$ cat src/rtl/ut_pkg.sv
package ut_pkg;
  localparam int UT_DATA_W   = 32;
  localparam int UT_EN_BIT   = 31;
  localparam int UT_MODE_BIT = 30;
  localparam int UT_CLR_BIT  = 30;
  localparam int UT_OFS_CTRL = 0;
  localparam int UT_OFS_STAT = 4;

  typedef struct packed {
    logic en;
    logic periodic;
  } ut_mode_t;
endpackage

$ cat src/rtl/ut_rst_sync.sv
module ut_rst_sync (
  input  logic clk,
  input  logic rst_n,
  output logic rst_sync_n
);
  logic meta_q;
  logic sync_q;

  always_ff @(posedge clk or negedge rst_n) begin
    if (!rst_n) begin
      meta_q <= 1'b0;
      sync_q <= 1'b0;
    end else begin
      meta_q <= 1'b1;
      sync_q <= meta_q;
    end
  end

  assign rst_sync_n = sync_q;
endmodule

$ cat src/rtl/ut_regif.sv
module ut_regif
  import ut_pkg::*;
#(
  parameter int CNT_W  = 29,
  parameter int ADDR_W = 4
) (
  input  logic                 wr_en,
  input  logic [ADDR_W-1:0]    wr_addr,
  input  logic [UT_DATA_W-1:0] wr_data,
  input  logic [ADDR_W-1:0]    rd_addr,
  input  ut_mode_t             mode_q,
  input  logic [CNT_W-1:0]     reload_q,
  input  logic [CNT_W-1:0]     count_q,
  input  logic                 pend_q,
  output logic                 wr_ctrl,
  output ut_mode_t             wr_mode,
  output logic [CNT_W-1:0]     wr_count,
  output logic                 clr_req,
  output logic [UT_DATA_W-1:0] rd_data
);
  localparam logic [ADDR_W-1:0] CtrlOfs = ADDR_W'(UT_OFS_CTRL);
  localparam logic [ADDR_W-1:0] StatOfs = ADDR_W'(UT_OFS_STAT);

  // write decode
  always_comb begin
    wr_ctrl          = wr_en && (wr_addr == CtrlOfs);
    wr_mode.en       = wr_data[UT_EN_BIT];
    wr_mode.periodic = wr_data[UT_MODE_BIT];
    wr_count         = wr_data[CNT_W-1:0];
    clr_req          = wr_en && (wr_addr == StatOfs) && wr_data[UT_CLR_BIT];
  end

  // read mux
  always_comb begin
    rd_data = '0;
    if (rd_addr == CtrlOfs) begin
      rd_data[UT_EN_BIT]   = mode_q.en;
      rd_data[UT_MODE_BIT] = mode_q.periodic;
      rd_data[CNT_W-1:0]   = reload_q;
    end else if (rd_addr == StatOfs) begin
      rd_data[UT_CLR_BIT]  = pend_q;
      rd_data[CNT_W-1:0]   = count_q;
    end
  end
endmodule

$ cat src/rtl/ut_counter.sv
module ut_counter
  import ut_pkg::*;
#(
  parameter int CNT_W = 29
) (
  input  logic             clk,
  input  logic             rst_n,
  input  logic             tick_en,
  input  logic             wr_ctrl,
  input  ut_mode_t         wr_mode,
  input  logic [CNT_W-1:0] wr_count,
  output ut_mode_t         mode_q,
  output logic [CNT_W-1:0] reload_q,
  output logic [CNT_W-1:0] count_q,
  output logic             expire
);
  localparam logic [CNT_W-1:0] CntOne = CNT_W'(1);

  ut_mode_t         mode_d;
  logic [CNT_W-1:0] reload_d;
  logic [CNT_W-1:0] count_d;
  logic             at_zero;
  logic             step;

  always_comb begin
    at_zero  = (count_q == '0);
    step     = mode_q.en && tick_en && !wr_ctrl;
    expire   = step && at_zero;
    mode_d   = mode_q;
    reload_d = reload_q;
    count_d  = count_q;
    if (wr_ctrl) begin
      mode_d   = wr_mode;
      reload_d = wr_count;
      count_d  = wr_count;
    end else if (step) begin
      if (at_zero) begin
        if (mode_q.periodic) count_d   = reload_q;
        else                 mode_d.en = 1'b0;
      end else begin
        count_d = count_q - CntOne;
      end
    end
  end

  always_ff @(posedge clk or negedge rst_n) begin
    if (!rst_n) begin
      mode_q   <= '0;
      reload_q <= '0;
      count_q  <= '0;
    end else begin
      mode_q   <= mode_d;
      reload_q <= reload_d;
      count_q  <= count_d;
    end
  end
endmodule

$ cat src/rtl/ut_pending.sv
module ut_pending (
  input  logic clk,
  input  logic rst_n,
  input  logic set_req,
  input  logic clr_req,
  output logic pend_q
);
  logic pend_d;

  // a new expiry outranks a clear in the same cycle
  always_comb pend_d = set_req || (pend_q && !clr_req);

  always_ff @(posedge clk or negedge rst_n) begin
    if (!rst_n) pend_q <= 1'b0;
    else        pend_q <= pend_d;
  end
endmodule

$ cat src/rtl/usec_timer.sv
module usec_timer
  import ut_pkg::*;
#(
  parameter int CNT_W  = 29,  // count field width, at most 30
  parameter int ADDR_W = 4
) (
  input  logic                 clk,
  input  logic                 rst_n,
  input  logic                 tick_en,
  input  logic                 wr_en,
  input  logic [ADDR_W-1:0]    wr_addr,
  input  logic [UT_DATA_W-1:0] wr_data,
  input  logic [ADDR_W-1:0]    rd_addr,
  output logic [UT_DATA_W-1:0] rd_data,
  output logic                 irq
);
  logic             rst_sync_n;
  logic             wr_ctrl;
  ut_mode_t         wr_mode;
  logic [CNT_W-1:0] wr_count;
  logic             clr_req;
  ut_mode_t         mode_q;
  logic [CNT_W-1:0] reload_q;
  logic [CNT_W-1:0] count_q;
  logic             expire;
  logic             pend_q;

  ut_rst_sync u_rst (
    .clk        (clk),
    .rst_n      (rst_n),
    .rst_sync_n (rst_sync_n)
  );

  ut_regif #(.CNT_W(CNT_W), .ADDR_W(ADDR_W)) u_regif (
    .wr_en    (wr_en),
    .wr_addr  (wr_addr),
    .wr_data  (wr_data),
    .rd_addr  (rd_addr),
    .mode_q   (mode_q),
    .reload_q (reload_q),
    .count_q  (count_q),
    .pend_q   (pend_q),
    .wr_ctrl  (wr_ctrl),
    .wr_mode  (wr_mode),
    .wr_count (wr_count),
    .clr_req  (clr_req),
    .rd_data  (rd_data)
  );

  ut_counter #(.CNT_W(CNT_W)) u_cnt (
    .clk      (clk),
    .rst_n    (rst_sync_n),
    .tick_en  (tick_en),
    .wr_ctrl  (wr_ctrl),
    .wr_mode  (wr_mode),
    .wr_count (wr_count),
    .mode_q   (mode_q),
    .reload_q (reload_q),
    .count_q  (count_q),
    .expire   (expire)
  );

  ut_pending u_pend (
    .clk     (clk),
    .rst_n   (rst_sync_n),
    .set_req (expire),
    .clr_req (clr_req),
    .pend_q  (pend_q)
  );

  assign irq = pend_q;
endmodule

$ cat config.mk
export PLATFORM = sky130hd
export DESIGN_NAME = usec_timer
export DESIGN_NICKNAME = d
export VERILOG_FILES = /design/src/rtl/ut_pkg.sv /design/src/rtl/ut_rst_sync.sv /design/src/rtl/ut_regif.sv /design/src/rtl/ut_counter.sv /design/src/rtl/ut_pending.sv /design/src/rtl/usec_timer.sv
export SDC_FILE = /design/constraint.sdc
export NUM_CORES = 1
export LEC_CHECK = 0
export BUFFER_PORTS_ARGS = -buffer_cell sky130_fd_sc_hd__buf_4
export CAP_MARGIN = 20
export CORE_MARGIN = 10
export CORE_UTILIZATION = 50
export DETAILED_ROUTE_END_ITERATION = 7
export PLACE_DENSITY = 0.79
export SLEW_MARGIN = 10
export SYNTH_ARGS = -nofsm -noshare
export SYNTH_HDL_FRONTEND = slang
export SYNTH_SLANG_ARGS = --single-unit
$ cat constraint.sdc
create_clock -name clk -period 2.15 [get_ports clk]
set_clock_uncertainty 0.2 [all_clocks]
set_input_delay 0.43 -clock clk [delete_from_list [all_inputs] [get_ports clk]]
set_output_delay 0.43 -clock clk [all_outputs]
set_load 0.02 [all_outputs]
After elaboration in Yosys (flattened, before gate mapping)
Index checks and enable logic that the tools add are counted.

Output and inout bits: 33. Flip-flop bits (word level): 63.

$add $sub $neg: 1. Multiplexer cells: 13. Reductions and logical operators: 17. Equality and inequality tests: 4.

Operator list (number): 29-bit two-way mux (6); 29-bit zero test (1); 29-bit by 1-bit subtractor with 29-bit output (second input constant) (1); 4-bit by 3-bit equality test with 1-bit output (second input constant) (2); 4-bit zero test (2); 1-bit logical AND (7); 1-bit two-way mux (7); 2-bit nonzero test (2); 3-bit by 1-bit != test with 1-bit output (second input constant) (1); 3-bit AND reduction (1); 1-bit zero test (2); 2-bit by 1-bit != test with 1-bit output (second input constant) (1); 2-bit AND reduction (1); 1-bit logical OR (1).

Depth between registers and ports, before layout
Gate-level depths: netlist (run 1).

Word-level depth: 6. Gate-level depth with buffers: 10. Gate-level depth less buffers: 8.

Cells and area by module
Synthesis (run 1) repeated with hierarchy kept, for this count alone.

Cells, all modules: 489. Area, all modules: 4281.6 sq um.

Modules (own cells, without submodules): ut_counter (cells each 376, area an instance 3423.3 sq um, sequential area each 1501.4 sq um, instances 1); ut_regif (cells each 107, area an instance 768.2 sq um, sequential area each 0.0 sq um, instances 1); ut_rst_sync (cells each 3, area an instance 53.8 sq um, sequential area each 50.0 sq um, instances 1); ut_pending (cells each 3, area an instance 36.3 sq um, sequential area each 25.0 sq um, instances 1).

Least setup slack after synthesis (run 1)
Ideal clock, no wire load.

Kind: reg-to-reg. Start point: register u_cnt.count_q[25]. End point: register u_cnt.count_q[2]. Required time: 1829 ps. Stages on the path, launching flop included: 8. Setup time: 121 ps. Arrival time: 2174 ps. Slack: -345 ps. Cells stage by stage: dfrtp_1 or4_4 or3_4 or3_1 buf_6 o21ai_1 o21ai_1 a22o_1.

Longest elaborated chain between the ends: 4. Elaborated cells on any way between the ends: 6. Those cells by class: 1 x eq/ne; 3 x mux; 2 x reduce/logical.

Ends and longest elaborated chain: start: declaration (line ut_counter.sv:14) `output logic [CNT_W-1:0] count_q,`; start signal: assignment (line ut_counter.sv:54) `count_q <= count_d;`; 29-bit zero test (*) (line ut_counter.sv:26) `at_zero = (count_q == '0);`; 29-bit two-way mux (line ut_counter.sv:37) `if (at_zero) begin`; 29-bit two-way mux (line ut_counter.sv:36) `end else if (step) begin`; 29-bit two-way mux (line ut_counter.sv:32) `if (wr_ctrl) begin`.

Every way passes the cells marked *; elsewhere a longest branch is shown, timed or not. The select of a mux whose other input is x is not followed. A chain may end at the register's enable or synchronous reset.

Final worst setup path (run 1)
Start point: register u_cnt.count_q[3]. End point: register u_cnt.count_q[6].

Longest elaborated chain between the ends: 4. Elaborated cells on any way between the ends: 7. Those cells by class: 1 x add/sub; 1 x eq/ne; 3 x mux; 2 x reduce/logical.

Ends and longest elaborated chain (line): 29-bit by 1-bit subtractor with 29-bit output or 29-bit zero test (tied branches) (ut_counter.sv:41, ut_counter.sv:26); 29-bit two-way mux (ut_counter.sv:37); 29-bit two-way mux (ut_counter.sv:36); 29-bit two-way mux (ut_counter.sv:32).

Parallel ways exist; a longest one is shown, timed or not. The select of a mux whose other input is x is not followed.

==> results of run 1 <==
==> worst reg2reg max path: cells and delay by family, from the launching register on <==
kind / cells / cell delay (ns)
DFF: 1 / 0.41
AOI/OAI and AO/OA: 3 / 0.45
buffers and inverters: 4 / 0.66
and+or+nand+nor: 3 / 0.79
==> sequential cells by signal, indices dropped and copies added, names as in the netlist <==
signal and flops:
u_cnt.count_q 29, u_cnt.mode_q 2, u_cnt.reload_q 29, u_pend.pend_q 1
u_rst.meta_q 1, u_rst.rst_sync_n 1
==> power groups by stage <==
stage	Sequential [mW]	Combinational [mW]	Clock, mW
2_1_floorplan	1.69	0.638	0
3_3_place_gp	1.67	1.31	0
3_5_place_dp	1.68	1.35	0
4_1_cts	1.68	1.43	0.865
5_1_grt	1.75	1.80	0.924
6_report	1.73	1.69	0.893
==> cell families (layout without fill, tap and decap cells) <==
kind of cell               after synthesis  count (layout)  share of synthesized area (%)
and+or+nand+nor                        200             202                          25.01
AOI/OAI and AO/OA                      133             133                          25.42
DFF                                     63              63                          42.81
buffers and inverters                   43             212                          4.995
xor gates and xnor gates                 4               4                         0.9516
other                                    2               2                         0.2039
adders and majority gates                1               1                         0.3397
muxes                                    1               1                         0.2718
==> layer usage <==
layer	global-route usage (%)	vias to the layer above
li1	-	1955
met1	28.37	2233
met2	39.49	465
met3	5.664	115
met4	11.03	0
met5	0	-
==> placed cells by master, fill, tap and decap left out, drive strengths merged, types with 6 or more instances in the layout <==
master	n
a21oi	13
a22o	35
a31oi	6
buf	186
clkbuf	15
dfrtp	63
inv	8
nand2	105
nand3	8
nor2	31
nor3	19
nor4	9
o211ai	6
o21ai	38
or3	8
==> final timing paths <==
path,startpoint,end,cells after the start
worst min register to register,u_rst.rst_sync_n$_DFF_PN0_,u_cnt.reload_q[9]$_DFFE_PN0P_,1
worst max register to register,u_cnt.count_q[3]$_DFFE_PN0P_,u_cnt.count_q[6]$_DFFE_PN0P_,10
min in group asynchronous,u_rst.rst_sync_n$_DFF_PN0_,u_cnt.reload_q[9]$_DFFE_PN0P_,1
worst min-delay path,wr_data[31],u_cnt.mode_q[1]$_DFFE_PN0P_,3
worst max-delay path,u_cnt.count_q[3]$_DFFE_PN0P_,u_cnt.count_q[6]$_DFFE_PN0P_,10
max in group asynchronous,u_rst.rst_sync_n$_DFF_PN0_,u_cnt.count_q[24]$_DFFE_PN0P_,1
==> area by class of cell <==
cell class	instances	area [um2]	share of cell area, %
multi-input cells	343	2271	39.02
inverters	8	30.03	0.5159
flip-flops and latches	63	1578	27.11
clock buffers	11	141.4	2.429
repair buffers	191	1667	28.63
clock inverters	2	10.01	0.1720
well taps	99	123.9	2.128
==> what timing repair did <==
action                                  in CTS  in global routing
hold buffers                                 1                  0
setup buffers                               14                 11
endpoints found under the hold margin        2                  0
resized for setup                           43                 61
cloned                                       2                  4
pin swaps                                   24                 25
endpoints found under the setup margin      34                 62
==> impl_results.md, run 1 <==
- Average wire per cell in the routed design: 22.95 um
- RSZ-0062 raised after global routing: true
- # DRC: 0
- Largest net degree at the start of global routing: 62
- Worst-path clk slew: 0.08 ns
- #FFs+latches synth: 63
- HPWL Detailed: 8.859 mm
- Setup Viol. Count Final: 47
- Finished layout cell area: 0.005821 mm2
- Fill count: 425
- Fmax: 385.2 MHz
- Wire length on met2: 7.743 mm
- Drt pass-1 iters: 6
- Tot Pwr: 4.313 mW
- Switch share: 37.27%
- Antenna cells: 0
- Vias in the first global route: 4303
- Failing checks: setup timing
- CP Buf/Inv Count: 4
- Most numerous cell in the Yosys netlist: nand2_1
- R2R setup slack: -0.45 ns
- Clk Latency, worst-skew pair: 0.36 ns
- GRT Residual Overflow: 0
- Post-synth EDFFs: 0
- Max Cap Viol: 0
- Final Worst Setup Slack: -0.4461 ns
- Final hold vios: 0
- Crit end category: register
- Async SR Flop Fraction: 100.0%
- YS warnings: 0
- Routed wire length: 16.46 mm
- Non-Filler Instances: 717
- Prevailing post-synth register cell: dfrtp_1
- VDD IR max: 0.0005204 V
- Routed length on met3: 1.964 mm
- Number of nets with antenna violations after routing: 0
- Critical Path Max Stage Delay: 0.41 ns
- Class of the worst hold path: in -> reg
- Layout cell share with drive strength beyond 1: 42.07%
- Reg power frac: 40.0%
- Cts bufs inserted: 9
- Num rows: 31
- Part of the cycle the worst path needs: 120.7%
- Syn Std Cell Area: 0.003682 mm2
- Post-layout nets: 661
- Max FO, Critical Path: 7
- Final Max Tran Viols: 0
- Min cycle time layout: 2.596 ns
- Routed length on met1: 5.816 mm
- Root buffer cell: clkbuf_8
- Area delta synth->final: 58.07%
- Top delay family on crit path: simple AND/OR/NAND/NOR gates
- Die Span Y: 105.8 um
- Arrival time at the worst endpoint: 2.67 ns
- Width of the die: 105.8 um
- Starting Density: 51.04%
- Clock sink count: 63
- Largest area contributor in the netlist: dfrtp_1
- Final core occ: 80.68%
- First-pass GRT wire length: 22.02 mm
- Core Region: 0.007214 mm2
- Initial antenna violation count: 0
- Htree depth: 3
- Gpl congestion: 0.9492
- DR iter-0 viols: 622
- CTS tree: built
- Total track usage: 23.75%
- Worst-Margin Slew: 0.5487 ns
- Pwr per Cell Area: 741.0 mW/mm2
- Die footprint: 0.01120 mm2
- Dpl cell area: 0.004938 mm2
- WHS: 0.07285 ns
- Share of total power in combinational logic: 39.3%
- Mapped Cells: 447
- Routed vias/inst: 6.650
- IO buf count: 74
- Crit-path most repeated cell: buf_6
- IO Pins: 77
- Max_slew headroom: 63.08%
- Internal power: 2.706 mW
- Crit Path Category: reg -> reg
- Share of the synthesized area in the top cell type: 42.81%
- Library cells used by synthesis: 54
- Cell Count Post-Placement: 673
- Top sig layer: met4
- Synth top cells by count: nand2_1, dfrtp_1, a22o_1
- Sequential area share after synthesis: 42.81%
- Worst EP required: 2.23 ns
- Via count: 4768
- Startpoint types: register
- Clock power share: 20.7%
- Area contributors post-synth: dfrtp_1, nand2_1, a22o_1
- Leak: 2.722 nW
- Pre-CTS setup slack: -0.3594 ns
- Setup TNS: -12.02 ns
- Net switching power: 1.607 mW
- CP max-delay cell: dfrtp_1
- Status: complete, but fails checks
- Syn Area/Cell: 8.238 um2
- Synth Net Count: 492
- Critical path, cell by cell: buf_6 > nor4b_4 > nand4_1 > buf_6 > nor4_4 > buf_4 > o21a_4 > buf_6 > a21oi_1 > o21ai_1
- Longest Clk Path Bufs: 2
(Power assumes the default switching activity.)
==> inputs of run 2 (changes only) <==
--- a/config.mk
+++ b/config.mk
@@ -7,8 +7,12 @@
 export LEC_CHECK = 0
 export BUFFER_PORTS_ARGS = -buffer_cell sky130_fd_sc_hd__buf_4
 export CAP_MARGIN = 20
+export CELL_PAD_IN_SITES_DETAIL_PLACEMENT = 1
+export CELL_PAD_IN_SITES_GLOBAL_PLACEMENT = 1
 export CORE_MARGIN = 10
-export CORE_UTILIZATION = 50
+export CORE_UTILIZATION = 37
+export CTS_CLUSTER_DIAMETER = 120
+export CTS_CLUSTER_SIZE = 24
 export DETAILED_ROUTE_END_ITERATION = 7
 export PLACE_DENSITY = 0.79
 export SLEW_MARGIN = 10
==> run 2 against run 1 <==
  * The flow still finishes with violations (setup timing)
  * Core utilization down 17 points
  * Worst setup slack lost 0.38 ns
  * Maximum frequency fell by 13%
  * Routed wire length is 51% higher
  * Die area up 28%
  * Global-route usage grew 2.4 points
  * Via count grew 8.7%
  * Count of clock-buffer cells in the layout grew 1
  * Largest cell class unchanged
==> impl_results.md, run 2 (synthesized netlist as in run 1, its figures left out) <==
- Max_slew headroom: 52.38% (was 63.08%)
- Crit end category: register (unchanged)
- Routed length on met1: 8.519 mm (was 5.816 mm)
- # DRC: 0 (unchanged)
- Average wire per cell in the routed design: 32.70 um (was 22.95 um)
- Startpoint types: register (unchanged)
- Clock sink count: 63 (unchanged)
- Worst-path clk slew: 0.08 ns (about the same)
- Routed vias/inst: 6.827 (was 6.650)
- Starting Density: 37.85% (was 51.04%)
- Htree depth: 3 (unchanged)
- Class of the worst hold path: in -> reg (unchanged)
- Core Region: 0.009729 mm2 (was 0.007214 mm2)
- Cts bufs inserted: 9 (unchanged)
- Routed wire length: 24.82 mm (was 16.46 mm)
- Register area: 0.001578 mm2 (unchanged)
- Longest Clk Path Bufs: 2 (unchanged)
- Commonest non-fill, non-tap cell in the layout: buf_4 (unchanged)
- Num rows: 36 (was 31)
- Routed length on met3: 2.712 mm (was 1.964 mm)
- Area delta synth->final: 67.58% (was 58.07%)
- Pwr per Cell Area: 815.9 mW/mm2 (was 741.0 mW/mm2)
- Antenna cells: 0 (unchanged)
- Finished layout cell area: 0.006171 mm2 (was 0.005821 mm2)
- Final Worst Setup Slack: -0.8259 ns (was -0.4461 ns)
- Max Cap Viol: 0 (unchanged)
- Min cycle time layout: 2.976 ns (was 2.596 ns)
- Status: complete, but fails checks (unchanged)
- Max FO, Critical Path: 7 (unchanged)
- Final Max Tran Viols: 0 (unchanged)
- Part of the cycle the worst path needs: 138.4% (was 120.7%)
- Failing checks: setup timing (unchanged)
- GRT Residual Overflow: 0 (unchanged)
- Initial antenna violation count: 0 (unchanged)
- IO buf count: 74 (unchanged)
- Biggest regs: u_cnt.count_q (29), u_cnt.reload_q (29), u_cnt.mode_q (2) (unchanged)
- Via count: 5182 (was 4768)
- First-pass GRT wire length: 29.90 mm (was 22.02 mm)
- Fmax: 336.0 MHz (was 385.2 MHz)
- Leak: 2.848 nW (was 2.722 nW)
- Die footprint: 0.01434 mm2 (was 0.01120 mm2)
- CTS tree: built (unchanged)
- Arrival time at the worst endpoint: 3.09 ns (was 2.67 ns)
- Width of the die: 119.8 um (was 105.8 um)
- Total track usage: 26.15% (was 23.75%)
- Dpl cell area: 0.005039 mm2 (was 0.004938 mm2)
- Setup Viol. Count Final: 58 (was 47)
- Fill count: 1115 (was 425)
- Crit Path Category: reg -> reg (unchanged)
- Gpl congestion: 0.8617 (was 0.9492)
- Die Span Y: 119.8 um (was 105.8 um)
- IO Pins: 77 (unchanged)
- Layout cell share with drive strength beyond 1: 45.05% (was 42.07%)
- Number of nets with antenna violations after routing: 0 (unchanged)
- Pre-CTS setup slack: -0.5288 ns (was -0.3594 ns)
- Vias in the first global route: 5259 (was 4303)
- Wire length on met2: 11.78 mm (was 7.743 mm)
- Final hold vios: 0 (unchanged)
- Worst EP required: 2.27 ns (was 2.23 ns)
- Drt pass-1 iters: 5 (was 6)
- Commonest non-fill, non-tap cells in the layout: buf_4, nand2_1, dfrtp_1, a22o_1, buf_6 (was buf_4, nand2_1, dfrtp_1, a22o_1, nor2_1)
- Top sig layer: met4 (unchanged)
- Post-layout nets: 666 (was 661)
- HPWL Detailed: 10.85 mm (was 8.859 mm)
- Worst-Margin Slew: 0.7069 ns (was 0.5487 ns)
- VDD IR max: 0.0004363 V (was 0.0005204 V)
- Multi-input gate area: 0.002375 mm2 (was 0.002271 mm2)
- Setup TNS: -22.32 ns (was -12.02 ns)
- Largest net degree at the start of global routing: 62 (unchanged)
- DR iter-0 viols: 739 (was 622)
- RSZ-0062 raised after global routing: true (unchanged)
- Clk Latency, worst-skew pair: 0.38 ns (was 0.36 ns)
- Root buffer cell: clkbuf_8 (unchanged)
## run 2: cell types whose count changed in the layout (fill, tap and decap cells not counted), sizes merged
cell and delta:
clkbuf +4, bufinv +2, buf +1, or3 +1
## run 2: final timing paths
path	startpoint	end	slack, ns	cells past startpoint
max	u_cnt.count_q[18]$_DFFE_PN0P_	u_cnt.count_q[22]$_DFFE_PN0P_	-0.83	10
min	wr_data[31]	u_cnt.mode_q[1]$_DFFE_PN0P_	0.07	3
max reg2reg	u_cnt.count_q[18]$_DFFE_PN0P_	u_cnt.count_q[22]$_DFFE_PN0P_	-0.83	10
min reg2reg	u_rst.rst_sync_n$_DFF_PN0_	u_cnt.reload_q[23]$_DFFE_PN0P_	0.10	1
max in group asynchronous	u_rst.rst_sync_n$_DFF_PN0_	u_cnt.reload_q[9]$_DFFE_PN0P_	1.34	1
min in group asynchronous	u_rst.rst_sync_n$_DFF_PN0_	u_cnt.reload_q[23]$_DFFE_PN0P_	0.10	1
## run 2: critical path, cell delays in order (launching register included)
cell	delay, ns
dfrtp_1	0.40
nor3_1	0.36
buf_4	0.21
nand4_1	0.16
buf_4	0.21
nor4_4	0.42
buf_4	0.22
o21ai_4	0.14
buf_12	0.21
o21ai_1	0.18
a22o_4	0.20
## run 2: power breakdown
part / internal, mW / leakage (nW) / switching (mW)
logic: 0.876 / 1.96 / 1.15
clock network: 0.682 / 0.110 / 0.545
registers: 1.45 / 0.782 / 0.326
total: 3.01 / 2.85 / 2.02
## run 2: final cells by class
type                            instances  area share [%]
Clock buffer                           12           2.352
Inverter                                8          0.4866
Clock inverter                          4           1.135
Tap cell                              133           2.697
Timing Repair Buffer                  195           29.28
Multi-Input combinational cell        344           38.48
Sequential cell                        63           25.57
## run 2: per-layer routing
metal	up-vias	GRT usage (%)
li1	1975	-
met1	2505	28.86
met2	524	45.46
met3	178	5.298
met4	0	15.84
met5	-	0
## run 2: through the flow
| stage | hold slack, ns | power (mW) | std cells | utilization [%] |
|---|---|---|---|---|
| after floorplan | -0.06559 | 2.331 | 447 | - |
| after detailed placement | 0.01638 | 3.103 | 708 | 51.79 |
| final | 0.06525 | 5.035 | 759 | 63.43 |
| after CTS | 0.05370 | 4.432 | 740 | 57.52 |
| after global routing | 0.07765 | 5.163 | 759 | 63.43 |
| after global placement | 0.01196 | 2.984 | 708 | 51.79 |
## run 2: repair_timing
action / 4_1_cts / 5_1_grt
hold buffers: 1 / 0
resized for setup: 39 / 97
hold endpoints to repair: 2 / 0
setup endpoints to repair: 54 / 62
pin swaps: 6 / 36
setup buffers: 11 / 11
gates cloned: 4 / 8
==> inputs of run 3 (changes only) <==
--- a/config.mk
+++ b/config.mk
@@ -15,6 +15,7 @@
 export CTS_CLUSTER_SIZE = 24
 export DETAILED_ROUTE_END_ITERATION = 7
 export PLACE_DENSITY = 0.79
+export SKIP_LAST_GASP = 1
 export SLEW_MARGIN = 10
 export SYNTH_ARGS = -nofsm -noshare
 export SYNTH_HDL_FRONTEND = slang
==> run 3 against run 2 <==
  * The flow still finishes with violations (setup timing)
  * Hold slack better by 0.0055 ns
  * Via count down 3.2%
  * Count of clock-buffer cells in the layout unchanged
  * Maximum frequency up 8.2%
  * Final area down 3.0%
  * Register-to-register slack better by 0.22 ns
  * Critical path type unchanged
  * Critical endpoint is now u_cnt.count_q[28]$_DFFE_PN0P_
==> impl_results.md, run 3 (synthesized netlist as in run 1, its figures left out) <==
- Status: complete, but fails checks (unchanged)
- Failing checks: setup timing (unchanged)
- # DRC: 0 (unchanged)
- Min cycle time layout: 2.752 ns (was 2.976 ns)
- Die Span Y: 119.8 um (unchanged)
- IO buf count: 74 (unchanged)
- Width of the die: 119.8 um (unchanged)
- Num rows: 36 (unchanged)
- RSZ-0062 raised after global routing: true (unchanged)
- Fill count: 1157 (was 1115)
- Final core occ: 61.50% (was 63.43%)
- Register area: 0.001578 mm2 (unchanged)
- Worst-path clk slew: 0.08 ns (about the same)
- Top sig layer: met4 (unchanged)
- Switch share: 38.91% (was 40.22%)
- Commonest non-fill, non-tap cells in the layout: buf_4, nand2_1, dfrtp_1, a22o_1, nor2_1 (was buf_4, nand2_1, dfrtp_1, a22o_1, buf_6)
- Top delay family on crit path: simple AND/OR/NAND/NOR gates (unchanged)
- Share of total power in combinational logic: 38.8% (was 40.3%)
- Final Max Tran Viols: 0 (unchanged)
- Arrival time at the worst endpoint: 2.82 ns (was 3.09 ns)
- Clk Latency, worst-skew pair: 0.37 ns (was 0.38 ns)
- Clock power share: 24.9% (was 24.4%)
- Final Worst Setup Slack: -0.6016 ns (was -0.8259 ns)
- GRT Residual Overflow: 0 (unchanged)
- Via count: 5014 (was 5182)
- Routed length on met3: 2.242 mm (was 2.712 mm)
- Total track usage: 25.01% (was 26.15%)
- Antenna cells: 0 (unchanged)
- Starting Density: 37.85% (unchanged)
- DR iter-0 viols: 645 (was 739)
- Initial antenna violation count: 0 (unchanged)
- Post-layout nets: 666 (unchanged)
- Worst-Margin Slew: 0.5182 ns (was 0.7069 ns)
- Setup Viol. Count Final: 51 (was 58)
- Pwr per Cell Area: 814.8 mW/mm2 (was 815.9 mW/mm2)
- Critical path, cell by cell: inv_2 > ha_4 > nor4b_4 > buf_4 > buf_4 > buf_4 > and4_4 > nand2_1 > nor2_2 > buf_4 > a21boi_1 > o21ai_1 (was nor3_1 > buf_4 > nand4_1 > buf_4 > nor4_4 > buf_4 > o21ai_4 > buf_12 > o21ai_1 > a22o_4)
- Layout cell share with drive strength beyond 1: 42.17% (was 45.05%)
- Vias in the first global route: 5069 (was 5259)
- Leak: 2.804 nW (was 2.848 nW)
- Fmax: 363.4 MHz (was 336.0 MHz)
- Die footprint: 0.01434 mm2 (unchanged)
- Average wire per cell in the routed design: 29.72 um (was 32.70 um)
- Wire length on met2: 10.54 mm (was 11.78 mm)
- Final hold vios: 0 (unchanged)
- Longest Clk Path Bufs: 2 (unchanged)
- Worst EP required: 2.22 ns (was 2.27 ns)
- Crit-path most repeated cell: buf_4 (unchanged)
- Reg power frac: 36.2% (was 35.3%)
- Critical Path Max Stage Delay: 0.42 ns (about the same)
- Core Region: 0.009729 mm2 (unchanged)
- Routed vias/inst: 6.606 (was 6.827)
- HPWL Detailed: 10.85 mm (unchanged)
- Net switching power: 1.897 mW (was 2.025 mW)
- Clock sink count: 63 (unchanged)
- Largest net degree at the start of global routing: 62 (unchanged)
- Htree depth: 3 (unchanged)
- Crit end category: register (unchanged)
- Biggest regs: u_cnt.count_q (29), u_cnt.reload_q (29), u_cnt.mode_q (2) (unchanged)
- Routed length on met1: 7.931 mm (was 8.519 mm)
- Commonest non-fill, non-tap cell in the layout: buf_4 (unchanged)
- Number of nets with antenna violations after routing: 0 (unchanged)
- CTS tree: built (unchanged)
- Area delta synth->final: 62.49% (was 67.58%)
- Crit Path Category: reg -> reg (unchanged)
- VDD IR max: 0.0004240 V (was 0.0004363 V)
- Class of the worst hold path: in -> reg (unchanged)
- Part of the cycle the worst path needs: 128.0% (was 138.4%)
- Routed wire length: 22.56 mm (was 24.82 mm)
- Setup TNS: -14.30 ns (was -22.32 ns)
- IO Pins: 77 (unchanged)
- Drt pass-1 iters: 5 (unchanged)
- CP max-delay cell: dfrtp_1 (was nor4_4)
- Max Cap Viol: 0 (unchanged)
- Root buffer cell: clkbuf_8 (unchanged)
- First-pass GRT wire length: 28.85 mm (was 29.90 mm)
- Max FO, Critical Path: 5 (was 7)
- Startpoint types: register (unchanged)
- Max_slew headroom: 65.19% (was 52.38%)
- Multi-input gate area: 0.002257 mm2 (was 0.002375 mm2)
- Internal power: 2.978 mW (was 3.010 mW)
- Gpl congestion: 0.8617 (unchanged)
- CP Buf/Inv Count: 5 (was 4)
- Cts bufs inserted: 9 (unchanged)
-- run 3: changes by cell type in the layout (fill, tap and decap cells not counted), sizes merged --
cell | before | now
buf | 187 | 189
or3 | 9 | 8
clkbuf | 19 | 18
-- run 3: metrics by stage --
stage	power (mW)	worst slack [ns]	hold slack, ns	instances	cell area, um2
finish	4.875	-0.6016	0.07078	759	5983
global route	5.011	-0.6460	0.08423	759	5983
CTS	4.429	-0.3752	0.05370	740	5579
detailed placement	3.103	-0.5288	0.01638	708	5039
global placement	2.984	-0.3324	0.01196	708	5039
floorplan	2.331	-0.3025	-0.06559	447	3696
-- run 3: worst paths after layout --
path,slack (ns),from,depth (start not counted),end
worst max register to register,-0.60,u_cnt.count_q[0]$_DFFE_PN0P_,12,u_cnt.count_q[28]$_DFFE_PN0P_
worst max-delay path,-0.60,u_cnt.count_q[0]$_DFFE_PN0P_,12,u_cnt.count_q[28]$_DFFE_PN0P_
max in group asynchronous,1.34,u_rst.rst_sync_n$_DFF_PN0_,1,u_cnt.reload_q[10]$_DFFE_PN0P_
min in group asynchronous,0.10,u_rst.rst_sync_n$_DFF_PN0_,1,u_cnt.reload_q[21]$_DFFE_PN0P_
worst min register to register,0.10,u_rst.rst_sync_n$_DFF_PN0_,1,u_cnt.reload_q[21]$_DFFE_PN0P_
worst min-delay path,0.07,wr_data[13],3,u_cnt.reload_q[13]$_DFFE_PN0P_
-- run 3: area by class of cell --
class | instances | area share (%)
multi-input cells | 343 | 37.72
repair buffers | 196 | 29.03
flip-flops and latches | 63 | 26.37
well taps | 133 | 2.781
clock buffers | 12 | 2.426
clock inverters | 4 | 1.171
inverters | 8 | 0.5019
-- run 3: metal layers --
layer | track usage [%] | vias up
li1 | - | 1967
met1 | 28.39 | 2459
met2 | 42.64 | 424
met3 | 5.720 | 164
met4 | 13.80 | 0
met5 | 0 | -
-- run 3: worst register-to-register path, delay by kind of cell, from the launching register on --
kind	cells	cell delay, ns
AO/OA/AOI/OAI	2	0.36
AND/OR/NAND/NOR	4	0.82
buffers and inverters	5	0.70
adder cells (fa/ha/maj)	1	0.15
flip-flops	1	0.42
-- run 3: timing repair --
action,in CTS,in global routing
pin swaps,6,27
hold endpoints to repair,2,0
hold buffers,1,0
gates resized for setup,34,60
gates cloned,4,6
setup buffers,11,13
setup endpoints to repair,54,62
-- run 3: power by group through the flow --
stage | clock network [mW] | registers, mW | logic [mW]
after floorplan | 0 | 1.69 | 0.638
after global placement | 0 | 1.67 | 1.31
after detailed placement | 0 | 1.69 | 1.41
after CTS | 1.19 | 1.69 | 1.55
after global routing | 1.25 | 1.79 | 1.97
final | 1.21 | 1.77 | 1.89
